<file path="src/rtl/hecmb_pkg.sv">
package hecmb_pkg;
   localparam int HOST_AW = 2;
   localparam int EC_AW   = 3;

   typedef enum logic [HOST_AW-1:0] {
      H_TOEC   = 2'd0,
      H_FROMEC = 2'd1,
      H_SRC_LO = 2'd2,
      H_SRC_HI = 2'd3
   } host_reg_e;

   typedef enum logic [EC_AW-1:0] {
      E_TOEC   = 3'd0,
      E_FROMEC = 3'd1,
      E_SWI    = 3'd2,
      E_HCLR   = 3'd3,
      E_EVT    = 3'd4
   } ec_reg_e;
endpackage

</file>
<file path="src/rtl/hecmb_mbox.sv">
// One mailbox register: a full load from the writing side and a
// bit-clear from the draining side. LOAD_WINS picks the collision order.
module hecmb_mbox #(
   parameter int W         = 8,
   parameter bit LOAD_WINS = 1'b1
) (
   input  logic         clk,
   input  logic         rst_n,
   input  logic         load,
   input  logic [W-1:0] load_val,
   input  logic         clr,
   input  logic [W-1:0] clr_bits,
   output logic [W-1:0] q
);
   logic [W-1:0] d;

   generate
      if (LOAD_WINS) begin : g_load_first
         always_comb begin
            if (load)     d = load_val;
            else if (clr) d = q & ~clr_bits;
            else          d = q;
         end
      end else begin : g_clr_first
         always_comb begin
            if (clr)       d = q & ~clr_bits;
            else if (load) d = load_val;
            else           d = q;
         end
      end
   endgenerate

   always_ff @(posedge clk or negedge rst_n) begin
      if (!rst_n) q <= '0;
      else        q <= d;
   end
endmodule

</file>
<file path="src/rtl/hecmb_src_cell.sv">
// One interrupt source flag; a set request has priority over a clear.
module hecmb_src_cell (
   input  logic clk,
   input  logic rst_n,
   input  logic set,
   input  logic clr,
   output logic q
);
   always_ff @(posedge clk or negedge rst_n) begin
      if (!rst_n)   q <= 1'b0;
      else if (set) q <= 1'b1;
      else if (clr) q <= 1'b0;
   end
endmodule

</file>
<file path="src/rtl/hecmb_swi_bank.sv">
// Interrupt source word plus the host-clear mask.
// Bit 0 is the mailbox flag. Bits 1.. are software flags that the EC sets.
module hecmb_swi_bank #(
   parameter int SRC_W  = 16,
   parameter int BYTE_W = 8
) (
   input  logic              clk,
   input  logic              rst_n,
   input  logic              ec_set_we,
   input  logic [SRC_W-1:0]  ec_set_bits,
   input  logic              mbox_set,
   input  logic              mbox_ack,
   input  logic              hclr_lo_we,
   input  logic              hclr_hi_we,
   input  logic [BYTE_W-1:0] hclr_byte,
   input  logic              mask_we,
   input  logic [SRC_W-1:0]  mask_wdata,
   output logic [SRC_W-1:0]  src,
   output logic [SRC_W-1:0]  mask
);
   for (genvar i = 0; i < SRC_W; i++) begin : g_bit
      if (i == 0) begin : g_mbox_flag
         assign mask[i] = 1'b0;
         hecmb_src_cell u_cell (
            .clk   (clk),
            .rst_n (rst_n),
            .set   (mbox_set),
            .clr   (mbox_ack),
            .q     (src[i])
         );
      end else begin : g_swi_flag
         logic mask_q;
         logic hclr;

         always_ff @(posedge clk or negedge rst_n) begin
            if (!rst_n)       mask_q <= 1'b0;
            else if (mask_we) mask_q <= mask_wdata[i];
         end
         assign mask[i] = mask_q;

         if (i < BYTE_W) begin : g_lo
            assign hclr = hclr_lo_we & hclr_byte[i];
         end else begin : g_hi
            assign hclr = hclr_hi_we & hclr_byte[i-BYTE_W];
         end

         hecmb_src_cell u_cell (
            .clk   (clk),
            .rst_n (rst_n),
            .set   (ec_set_we & ec_set_bits[i]),
            .clr   (hclr & mask_q),
            .q     (src[i])
         );
      end
   end
endmodule

</file>
<file path="src/rtl/hecmb_regs.sv">
module hecmb_regs
   import hecmb_pkg::*;
#(
   parameter int MBOX_W = 8,
   parameter int SRC_W  = 16
) (
   input  logic               clk,
   input  logic               rst_n,
   input  logic               host_we,
   input  logic               host_re,
   input  logic [HOST_AW-1:0] host_addr,
   input  logic [MBOX_W-1:0]  host_wdata,
   output logic [MBOX_W-1:0]  host_rdata,
   input  logic               ec_we,
   input  logic [EC_AW-1:0]   ec_addr,
   input  logic [SRC_W-1:0]   ec_wdata,
   output logic [SRC_W-1:0]   ec_rdata,
   output logic               ec_irq,
   output logic               host_evt
);
   localparam int PAD_W = SRC_W - MBOX_W;

   generate
      if (SRC_W != 2 * MBOX_W) begin : g_bad_width
         $error("hecmb_regs: SRC_W must be twice MBOX_W");
      end
      if (MBOX_W < 2) begin : g_bad_mbox
         $error("hecmb_regs: MBOX_W must be at least 2");
      end
   endgenerate

   logic [MBOX_W-1:0] toec_q;
   logic [MBOX_W-1:0] fromec_q;
   logic [SRC_W-1:0]  src_q;
   logic [SRC_W-1:0]  mask_q;
   logic              evt_en_q;
   logic              irq_q;

   logic h_wr_toec, h_rd_fromec, h_wr_lo, h_wr_hi;
   logic e_wr_toec, e_wr_fromec, e_wr_swi, e_wr_hclr, e_wr_evt;

   assign h_wr_toec   = host_we && (host_addr == H_TOEC);
   assign h_rd_fromec = host_re && (host_addr == H_FROMEC);
   assign h_wr_lo     = host_we && (host_addr == H_SRC_LO);
   assign h_wr_hi     = host_we && (host_addr == H_SRC_HI);
   assign e_wr_toec   = ec_we && (ec_addr == E_TOEC);
   assign e_wr_fromec = ec_we && (ec_addr == E_FROMEC);
   assign e_wr_swi    = ec_we && (ec_addr == E_SWI);
   assign e_wr_hclr   = ec_we && (ec_addr == E_HCLR);
   assign e_wr_evt    = ec_we && (ec_addr == E_EVT);

   hecmb_mbox #(.W(MBOX_W), .LOAD_WINS(1'b1)) u_toec (
      .clk      (clk),
      .rst_n    (rst_n),
      .load     (h_wr_toec),
      .load_val (host_wdata),
      .clr      (e_wr_toec),
      .clr_bits (ec_wdata[MBOX_W-1:0]),
      .q        (toec_q)
   );

   hecmb_mbox #(.W(MBOX_W), .LOAD_WINS(1'b1)) u_fromec (
      .clk      (clk),
      .rst_n    (rst_n),
      .load     (e_wr_fromec),
      .load_val (ec_wdata[MBOX_W-1:0]),
      .clr      (1'b0),
      .clr_bits ('0),
      .q        (fromec_q)
   );

   hecmb_swi_bank #(.SRC_W(SRC_W), .BYTE_W(MBOX_W)) u_swi (
      .clk         (clk),
      .rst_n       (rst_n),
      .ec_set_we   (e_wr_swi),
      .ec_set_bits (ec_wdata),
      .mbox_set    (e_wr_fromec),
      .mbox_ack    (h_rd_fromec),
      .hclr_lo_we  (h_wr_lo),
      .hclr_hi_we  (h_wr_hi),
      .hclr_byte   (host_wdata),
      .mask_we     (e_wr_hclr),
      .mask_wdata  (ec_wdata),
      .src         (src_q),
      .mask        (mask_q)
   );

   always_ff @(posedge clk or negedge rst_n) begin
      if (!rst_n) begin
         evt_en_q <= 1'b0;
         irq_q    <= 1'b0;
      end else begin
         irq_q <= h_wr_toec;
         if (e_wr_evt) evt_en_q <= ec_wdata[0];
      end
   end

   assign ec_irq   = irq_q;
   assign host_evt = evt_en_q & (|src_q);

   always_comb begin
      unique case (host_addr)
         H_TOEC:   host_rdata = toec_q;
         H_FROMEC: host_rdata = fromec_q;
         H_SRC_LO: host_rdata = src_q[MBOX_W-1:0];
         default:  host_rdata = src_q[SRC_W-1:MBOX_W];
      endcase
   end

   always_comb begin
      case (ec_addr)
         E_TOEC:   ec_rdata = {{PAD_W{1'b0}}, toec_q};
         E_FROMEC: ec_rdata = {{PAD_W{1'b0}}, fromec_q};
         E_SWI:    ec_rdata = src_q;
         E_HCLR:   ec_rdata = mask_q;
         E_EVT:    ec_rdata = {{(SRC_W-1){1'b0}}, evt_en_q};
         default:  ec_rdata = '0;
      endcase
   end
endmodule

</file>
<file path="config.mk">
export PLATFORM = sky130hd
export DESIGN_NAME = hecmb_regs
export DESIGN_NICKNAME = d
export VERILOG_FILES = /design/src/rtl/hecmb_pkg.sv /design/src/rtl/hecmb_mbox.sv /design/src/rtl/hecmb_src_cell.sv /design/src/rtl/hecmb_swi_bank.sv /design/src/rtl/hecmb_regs.sv
export SDC_FILE = /design/constraint.sdc
export NUM_CORES = 1
export LEC_CHECK = 0
export ABC_AREA = 1
export BUFFER_PORTS_ARGS = -buffer_cell sky130_fd_sc_hd__buf_2
export CAP_MARGIN = 20
export CORE_ASPECT_RATIO = 0.6
export CORE_MARGIN = 2
export CORE_UTILIZATION = 38
export CTS_BUF_LIST = sky130_fd_sc_hd__clkbuf_2
export CTS_CLUSTER_SIZE = 10
export DETAILED_ROUTE_END_ITERATION = 6
export GPL_TIMING_DRIVEN = 0
export PLACE_DENSITY = 0.64
export SLEW_MARGIN = 20
export SYNTH_ARGS = -nofsm -noshare
export SYNTH_HDL_FRONTEND = slang
export SYNTH_SLANG_ARGS = --single-unit
</file>
<file path="constraint.sdc">
create_clock -name clk -period 1.27 [get_ports clk]
set_input_delay 0.127 -clock clk [delete_from_list [all_inputs] [get_ports clk]]
set_output_delay 0.127 -clock clk [all_outputs]
set_load 0.1 [all_outputs]
</file>
Yosys cells after proc, flatten, opt, wreduce, memory -nomap -nowiden. Index checks and enable logic that the tools add are counted.

Memories kept: 0. Flip-flop bits (word level): 49. ROM bits: 0. RAM bits: 0. Output and inout bits: 26. Input port bits: 34. Word-level logic and storage cells: 155. Bits in latches: 0.

$add $sub $neg: 0. Multipliers: 0. Equal/unequal tests: 7. Shift operators: 0. Divide/modulo/power cells: 0. Bitwise operators: 48. Reduce and logical (&&, ||, !) cells: 29. Multiplexer cells: 36. Magnitude comparators: 0.

Operators with widths (number): case mux 16 bit (5 select lines) (1); AND 1 bit (46); nonzero test 2 bit (17); two-way mux 1 bit (32); case mux 8 bit (3 select lines) (1); two-way mux 8 bit (2); OR reduction 16 bit (1); logical AND 1 bit (9); AND 8 bit (1); inverter 8 bit (1); == test 3 x 2 -> 1 bit, second input constant (2); == test 2 bit, second input constant (2); == test 3 x 1 -> 1 bit, second input constant (1); == test 3 bit, second input constant (1); logical NOT 3 bit (1); == test 2 x 1 -> 1 bit, second input constant (1); logical NOT 2 bit (1).

Logic depth before layout (Yosys ltp). Gate-level depths: netlist of the first run.

Depth after elaboration: 6. Depth in mapped cells: 7. Mapped depth without buffers: 6.

Cells and area by module. Synthesis of the first run repeated with hierarchy kept, for this count alone.

Cell total of the unflattened synthesis: 479. Area total of the unflattened synthesis: 3204.3 µm².

By module, submodules not included: hecmb_swi_bank (area each 1011.0 µm², cells each 151, seq. area each 375.4 µm², times used 1); hecmb_regs (area each 812.0 µm², cells each 162, seq. area each 50.0 µm², times used 1); hecmb_mbox (area each 370.4 µm², cells each 43, seq. area each 200.2 µm², times used 2); hecmb_src_cell (area each 40.0 µm², cells each 5, seq. area each 25.0 µm², times used 16).

Least setup slack after synthesis of the first run. Ideal clock, no wire load.

Kind: input -> output. Start: input ec_addr[1]. End: output ec_rdata[10]. Path buffers: 1. Data required time: 1.143 ns. Setup slack: -1.592 ns. Arrival: 2.735 ns. Cell stages on the path: 5. Cell sequence: inv_1 -> nor2_4 -> nand2_4 -> buf_4 -> o21ai_0.

Word-level cells in the longest chain between the ends: 2. Elaborated cells on any way between the ends: 6. Classes of those cells: eq/ne: 4; mux: 1; reduce/logical: 1.

Ends and longest elaborated chain: start: declaration (line hecmb_regs.sv:15) `input logic [EC_AW-1:0] ec_addr,`; == test 3 bit, or another cell as far along (line hecmb_regs.sv:111) `case (ec_addr)`; case mux 16 bit (5 select lines) * (line hecmb_regs.sv:111); end: declaration (line hecmb_regs.sv:17) `output logic [SRC_W-1:0] ec_rdata,`.

Mark *: on every way between the ends. The rest lies on a longest branch, timed or not.

Final worst setup path of the first run.
Start: register u_swi.g_bit[6].g_swi_flag.u_cell.q. End: output host_evt.

Word-level cells in the longest chain between the ends: 2.

Ends and longest elaborated chain: start: declaration (line hecmb_src_cell.sv:7) `output logic q`; start signal: assignment (line hecmb_src_cell.sv:10) `if (!rst_n) q <= 1'b0;`; start signal: assignment (line hecmb_src_cell.sv:11) `else if (set) q <= 1'b1;`; start signal: assignment (line hecmb_src_cell.sv:12) `else if (clr) q <= 1'b0;`; OR reduction 16 bit (line hecmb_regs.sv:99) `assign host_evt = evt_en_q & (|src_q);`; AND 1 bit (line hecmb_regs.sv:99); end: declaration (line hecmb_regs.sv:19) `output logic host_evt`.

No other way between the ends.

==> impl_metrics.py, run 1 <==
metrics = {
    "floorplan": {
        "core_sq_mm": 0.00739,
        "die_area_sq_mm": 0.00849,
        "dieWidth_um": 118,
        "ios": 60,
        "num_rows": 24,
        "height_of_the_chip_um": 72.2,
        "initial_core_utilization_pct": 39.8,
    },
    "global_routing": {
        "vias_in_the_first_global_route": 2963,
        "gr-usage-all-layers_pct": 23.8,
        "grt_overflow_total": 0,
        "grt_pass1_wl_um": 15500,
        "grt_max_degree": 50,
        "antenna_found_initial": 0,
    },
    "logic_synthesis": {
        "synth.top_cell.area_share_pct": 41.7,
        "synthDominantAreaCellType": "sky130_fd_sc_hd__dfrtp_1",
        "synth.yosys.seq_area_share_pct": 41.7,
        "synth.cell_area_sq_mm": 0.00294,
        "syn_nets": 442,
        "yosys_register_bits": 49,
        "synth_cell_types": 23,
        "gate_count_of_the_mapped_netlist": 408,
        "synth.avg_cell_area_sq_um": 7.21,
        "synth.top_cells.by_area": "sky130_fd_sc_hd__dfrtp_1 (42%), sky130_fd_sc_hd__nand2_1 (21%), sky130_fd_sc_hd__inv_1 (5.9%)",
        "synth-warning-count": 0,
    },
    "final_layout": {
        "layout_commonest_cell": "sky130_fd_sc_hd__nand2_1",
        "n_fill_cell": 686,
        "finish.net_count": 567,
        "layout.cells.most_common_list": "sky130_fd_sc_hd__nand2_1 (142), sky130_fd_sc_hd__dfrtp_1 (48), sky130_fd_sc_hd__inv_1 (33), sky130_fd_sc_hd__nand3_1 (33)",
        "stdcell_count": 638,
        "syn_to_final_growth_pct": 53.8,
        "postLayoutCoreUtil_pct": 61.3,
        "drive_gt1_share_pct": 38.8,
    },
    "timing": {
        "worst-slew-pin-transition_ps": 789,
        "minimum_clock_period_after_layout_ps": 1690,
        "drv_slew": 0,
        "slew_headroom_pct": 47.2,
        "timing.final.crit_share_pct": 133,
        "finalSetupViolations": 25,
        "finalHoldViolCount": 0,
        "rsz0062_at_grt": "yes",
        "tns_ps": -6690,
        "fin_worst_skew_ps": 7.88,
        "clock.fmax_mhz": 591,
        "setup_ws_ps": -421,
    },
    "route": {
        "route.antenna.remaining_nets": 0,
        "detail_route.drc_violations": 0,
        "routedWlPerCell_um": 15.4,
        "via_count": 3047,
        "pre_antenna_drt_iters": 4,
        "drt-total-wl_um": 9840,
        "drt_initial_violations": 197,
        "route.detailed.vias_per_inst": 4.78,
    },
    "clock_network": {
        "cts_buffers": 5,
        "clock_latency_ps": 470,
        "clock_pin_transition_on_the_worst_setup_and_hold_timing_paths_ps": 250,
        "ctsLongestPathBuffers": 2,
        "root_buffer": "sky130_fd_sc_hd__clkbuf_2",
        "cts_tree": "done",
        "cts_htree_levels": 2,
        "numClockSinks": 49,
    },
    "critical_path": {
        "worst_endpoint_required_time_ps": 1140,
        "critical_path_peak_fanout": 3,
        "timing.setup.critical_path_class": "flip-flop to output port",
        "timing.critical_path.from_type": "flip-flop",
        "worst_ep_arrival_time_ps": 1560,
        "end_kind": "output port",
    },
    "place": {
        "portBuffers": 58,
        "finalWeightedCongestion": 0.875,
        "placed_cells": 570,
        "dp_slack_ps": -418,
        "hpwlAfterDp_um": 6550,
    },
    "min_path": {
        "worstHoldPathType": "input port to flip-flop",
    },
    "status": {
        "failed_checks": "negative setup slack",
        "outcome": "complete, but fails checks",
    },
    "flow_run": {
        "max_cap_violations": 0,
    },
    "power_and_ir_drop": {
        "power.static_leakage_nw": 2.25,
        "power_density_mw_per_mm2": 1210,
        "vdd.ir_drop.worst_uv": 576,
    },
}
timing repair:
item	4_1_cts	5_1_grt
hold buffers	29	0
setup endpoints to repair	26	27
hold endpoints to repair	97	0
pin swaps	33	16
buffers inserted	21	10
resized for setup	120	30
state kept, by name, summed over array words and instances, names as in the netlist:
| signal | count |
|---|---|
| evt_en_q | 1 |
| u_toec.q | 8 |
| u_swi.g_bit.g_swi_flag.mask_q | 15 |
| ec_irq | 1 |
| u_swi.g_bit.g_mbox_flag.u_cell.q | 1 |
| u_swi.g_bit.g_swi_flag.u_cell.q | 15 |
| u_fromec.q | 8 |
Yosys cell counts (all sizes together):
cell type  number
nand2         183
nand4           9
nand3          34
nor3            2
nor2           48
o21ai          25
inv            48
buf             9
a21oi           1
dfrtp          49
critical path, stage by stage, from the launching register on:
cell	delay [ps]
sky130_fd_sc_hd__dfrtp_1	480
sky130_fd_sc_hd__nor2_1	120
sky130_fd_sc_hd__nand2_1	70
sky130_fd_sc_hd__nor2_2	170
sky130_fd_sc_hd__a21oi_4	80
sky130_fd_sc_hd__buf_12	170
stage by stage:
step / hold slack, ps / cell area (sq um) / total power [W]
after global routing: 71.2 / 4520 / 0.00575
after detailed placement: 202 / 3500 / 0.00402
after floorplan: -169 / 3080 / 0.00359
after global placement: 350 / 3500 / 0.00398
after CTS: 63.5 / 4370 / 0.00529
final: 74.3 / 4530 / 0.00547
report_power, final:
group	switching [W]	internal, W
Combinational	0.00165	0.00104
Sequential	0.000264	0.00186
Clock	0.000534	0.000128
per-layer routing:
metal	track usage, %	wire [um]	vias to the layer above
met2	39.7	4570	88
met5	0	0	-
met1	33.5	4530	1437
met3	4.09	680	8
li1	-	-	1514
met4	4.28	60	0
logic make-up (layout without fill, tap and decap cells):
group / Yosys count / in the layout / synth area share (%)
compound gates: 26 / 26 / 6.33
buf+inv: 57 / 182 / 9.74
flops: 49 / 49 / 41.7
other cells: 0 / 1 / 0
simple gates: 276 / 276 / 42.3
path summary, 6_finish.rpt:
| kind | startpoint | endpoint | slack [ps] | depth (start not counted) |
|---|---|---|---|---|
| min in group asynchronous | rst_n | evt_en_q | 180 | 2 |
| max in group asynchronous | rst_n | u_swi.g_bit[8].g_swi_flag.u_cell.q | 630 | 2 |
| worst min-delay path | host_addr[0] | u_toec.q[0] | 70 | 5 |
| worst max register to register | u_swi.g_bit[0].g_mbox_flag.u_cell.q | u_swi.g_bit[0].g_mbox_flag.u_cell.q | 40 | 3 |
| worst max-delay path | u_swi.g_bit[6].g_swi_flag.u_cell.q | host_evt | -420 | 5 |
| worst min register to register | u_fromec.q[5] | u_fromec.q[5] | 540 | 2 |
cell type report:
| class | instances | area, sq um | area share [%] |
|---|---|---|---|
| inverter | 48 | 183 | 4.04 |
| antenna | 1 | 2.50 | 0.0553 |
| clock inverter | 1 | 3.75 | 0.0829 |
| tap | 104 | 130 | 2.87 |
| clock buffer | 6 | 30.0 | 0.663 |
| buffer | 9 | 111 | 2.46 |
| multi-input combinational | 302 | 1660 | 36.8 |
| sequential | 49 | 1230 | 27.1 |
| timing repair buffer | 118 | 1170 | 26.0 |
Note: power is estimated with default switching activity, not from simulation.
==> inputs of run 2 (changes only) <==
--- a/config.mk
+++ b/config.mk
@@ -16,6 +16,7 @@
 export DETAILED_ROUTE_END_ITERATION = 6
 export GPL_TIMING_DRIVEN = 0
 export PLACE_DENSITY = 0.64
+export SETUP_SLACK_MARGIN = 0.4
 export SLEW_MARGIN = 20
 export SYNTH_ARGS = -nofsm -noshare
 export SYNTH_HDL_FRONTEND = slang
==> run 2 against run 1 <==
Compared with the run above: the flow still finishes with violations (negative setup slack); die area is the same; wire length grew 1.7%; clock-buffer cell count grew 1; cell area grew 3.0%; combinational power grew 4%; largest power group unchanged; critical path type unchanged; total power grew 1.9%; cell count is the same; sequential share of layout area shrank 0.77 points; via count grew 2.2%; critical endpoint unchanged.
==> impl_metrics.py, run 2 (synthesized netlist as in run 1, its figures left out) <==
metrics = {
    "critical_path": {
        "worst_endpoint_required_time_ps": 1140,
        "end_kind": "output port",
        "cp_slowest_stage_delay_ps": 470,
        "timing.critical_path.from_type": "flip-flop",
        "crit_chain": "nor2_1 -> nand2_1 -> nor2_2 -> a21oi_4 -> buf_12",
        "critical_path_peak_fanout": 3,
        "timing.setup.critical_path_class": "flip-flop to output port",
        "worst_ep_arrival_time_ps": 1550,
        "critical_path.slowest_cell": "sky130_fd_sc_hd__dfrtp_1",
    },
    "min_path": {
        "worstHoldPathType": "input port to flip-flop",
    },
    "timing": {
        "timing.final.crit_share_pct": 132,
        "rsz0062_at_grt": "yes",
        "finalHoldViolCount": 0,
        "drv_slew": 0,
        "minimum_clock_period_after_layout_ps": 1670,
        "finalSetupViolations": 25,
        "fin_worst_skew_ps": 23.7,
        "clock.fmax_mhz": 598,
        "tns_ps": -6400,
        "slew_headroom_pct": 53.1,
        "setup_ws_ps": -404,
        "worst-slew-pin-transition_ps": 701,
    },
    "final_layout": {
        "finish.net_count": 567,
        "n_fill_cell": 689,
        "multi_input_area_sq_mm": 0.00175,
        "stdcell_count": 638,
        "layout.cells.most_common_list": "sky130_fd_sc_hd__nand2_1 (140), sky130_fd_sc_hd__dfrtp_1 (47), sky130_fd_sc_hd__buf_2 (31)",
        "reg.largest.list": "u_swi.g_bit.g_swi_flag.mask_q: 15 flops, u_swi.g_bit.g_swi_flag.u_cell.q: 15 flops",
        "antenna_diode_count": 0,
        "layout_commonest_cell": "sky130_fd_sc_hd__nand2_1",
        "drive_gt1_share_pct": 43.1,
        "postLayoutCoreUtil_pct": 63.1,
        "regArea_sq_mm": 0.00123,
        "syn_to_final_growth_pct": 58.5,
    },
    "power_and_ir_drop": {
        "power.static_leakage_nw": 2.29,
        "power_density_mw_per_mm2": 1190,
        "vdd.ir_drop.worst_uv": 598,
    },
    "global_routing": {
        "grt_max_degree": 50,
        "gr-usage-all-layers_pct": 24.1,
        "grt_pass1_wl_um": 15600,
        "grt_overflow_total": 0,
        "antenna_found_initial": 0,
        "vias_in_the_first_global_route": 2965,
    },
    "place": {
        "portBuffers": 58,
        "placed_cells": 570,
        "finalWeightedCongestion": 0.875,
        "hpwlAfterDp_um": 6600,
    },
    "status": {
        "failed_checks": "negative setup slack",
        "outcome": "complete, but fails checks",
    },
    "route": {
        "pre_antenna_drt_iters": 4,
        "route.detailed.vias_per_inst": 4.88,
        "drt-met1-wl_um": 4620,
        "met2_length_um": 4580,
        "detail_route.drc_violations": 0,
        "route.antenna.remaining_nets": 0,
        "highest_layer": "met4",
        "routedWlPerCell_um": 15.7,
        "via_count": 3113,
        "route.met3.wl_um": 718,
        "drt-total-wl_um": 10000,
        "drt_initial_violations": 176,
    },
    "floorplan": {
        "die_area_sq_mm": 0.00849,
        "height_of_the_chip_um": 72.2,
        "dieWidth_um": 118,
        "num_rows": 24,
        "initial_core_utilization_pct": 39.8,
        "ios": 60,
        "core_sq_mm": 0.00739,
    },
    "clock_network": {
        "cts_htree_levels": 2,
        "clock_latency_ps": 460,
        "clock_pin_transition_on_the_worst_setup_and_hold_timing_paths_ps": 250,
        "root_buffer": "sky130_fd_sc_hd__clkbuf_2",
        "ctsLongestPathBuffers": 2,
        "numClockSinks": 49,
        "cts_tree": "done",
        "cts_buffers": 5,
    },
    "flow_run": {
        "max_cap_violations": 0,
    },
}
==> run 2: cell count changes in the layout (fill, tap and decap cells not counted), sizes merged <==
| cell | previous run | this run |
|---|---|---|
| inv | 48 | 47 |
| clkinvlp | 0 | 1 |
| diode | 1 | 0 |
| clkbuf | 6 | 7 |
| dlymetal6s4s | 0 | 1 |
| buf | 98 | 100 |
| dlygate4sd3 | 29 | 26 |
==> run 2: area by class of cell <==
type                       count  share of cell area (%)
clock buffer                   7                   0.751
timing repair buffer         118                    25.9
sequential                    49                    26.3
inverter                      48                    4.00
clock inverter                 1                  0.0805
buffer                         9                    2.55
tap                          104                    2.79
multi-input combinational    302                    37.6
==> run 2: final timing paths <==
check / start / end / slack (ps) / cells after the start
worst max-delay path: u_swi.g_bit[8].g_swi_flag.u_cell.q / host_evt / -400 / 5
worst min-delay path: ec_addr[2] / evt_en_q / 30 / 3
worst max register to register: u_swi.g_bit[2].g_swi_flag.u_cell.q / u_swi.g_bit[2].g_swi_flag.u_cell.q / 290 / 5
worst min register to register: u_fromec.q[1] / u_fromec.q[1] / 530 / 2
max in group asynchronous: rst_n / u_swi.g_bit[9].g_swi_flag.u_cell.q / 590 / 2
min in group asynchronous: rst_n / u_fromec.q[6] / 200 / 2
==> run 2: what timing repair did <==
item | in CTS | in global routing
cloned | 0 | 0
resized for setup | 139 | 41
pin swaps | 33 | 21
setup buffers | 24 | 9
hold buffers | 27 | 0
setup endpoints to repair | 33 | 39
hold endpoints to repair | 97 | 0
==> run 2: metrics by stage <==
stage	power [W]	hold WS (ps)	worst slack, ps	instance area, sq um
2_1_floorplan	0.00361	-169	-241	3120
3_3_place_gp	0.00401	351	-413	3540
3_5_place_dp	0.00404	196	-429	3540
4_1_cts	0.00537	8.40	-403	4480
5_1_grt	0.00587	26.4	-503	4660
6_report	0.00557	29.8	-404	4660
==> run 2: worst max-delay path, delay by kind of cell, from the launching register on <==
family / cells / cell delay (ps)
AOI/OAI and AO/OA: 1 / 90
buffers and inverters: 1 / 170
DFF: 1 / 470
and+or+nand+nor: 3 / 360
==> run 2: routing by layer <==
layer | vias up | global-route usage, %
li1 | 1517 | -
met1 | 1470 | 34.4
met2 | 112 | 39.0
met3 | 14 | 4.80
met4 | 0 | 4.28
met5 | - | 0
==> run 2: power by group <==
group | total (W) | internal (W) | switching, W
logic | 0.00279 | 0.00109 | 0.00170
registers | 0.00212 | 0.00186 | 0.000264
clock network | 0.000662 | 0.000147 | 0.000516
total | 0.00557 | 0.00309 | 0.00248
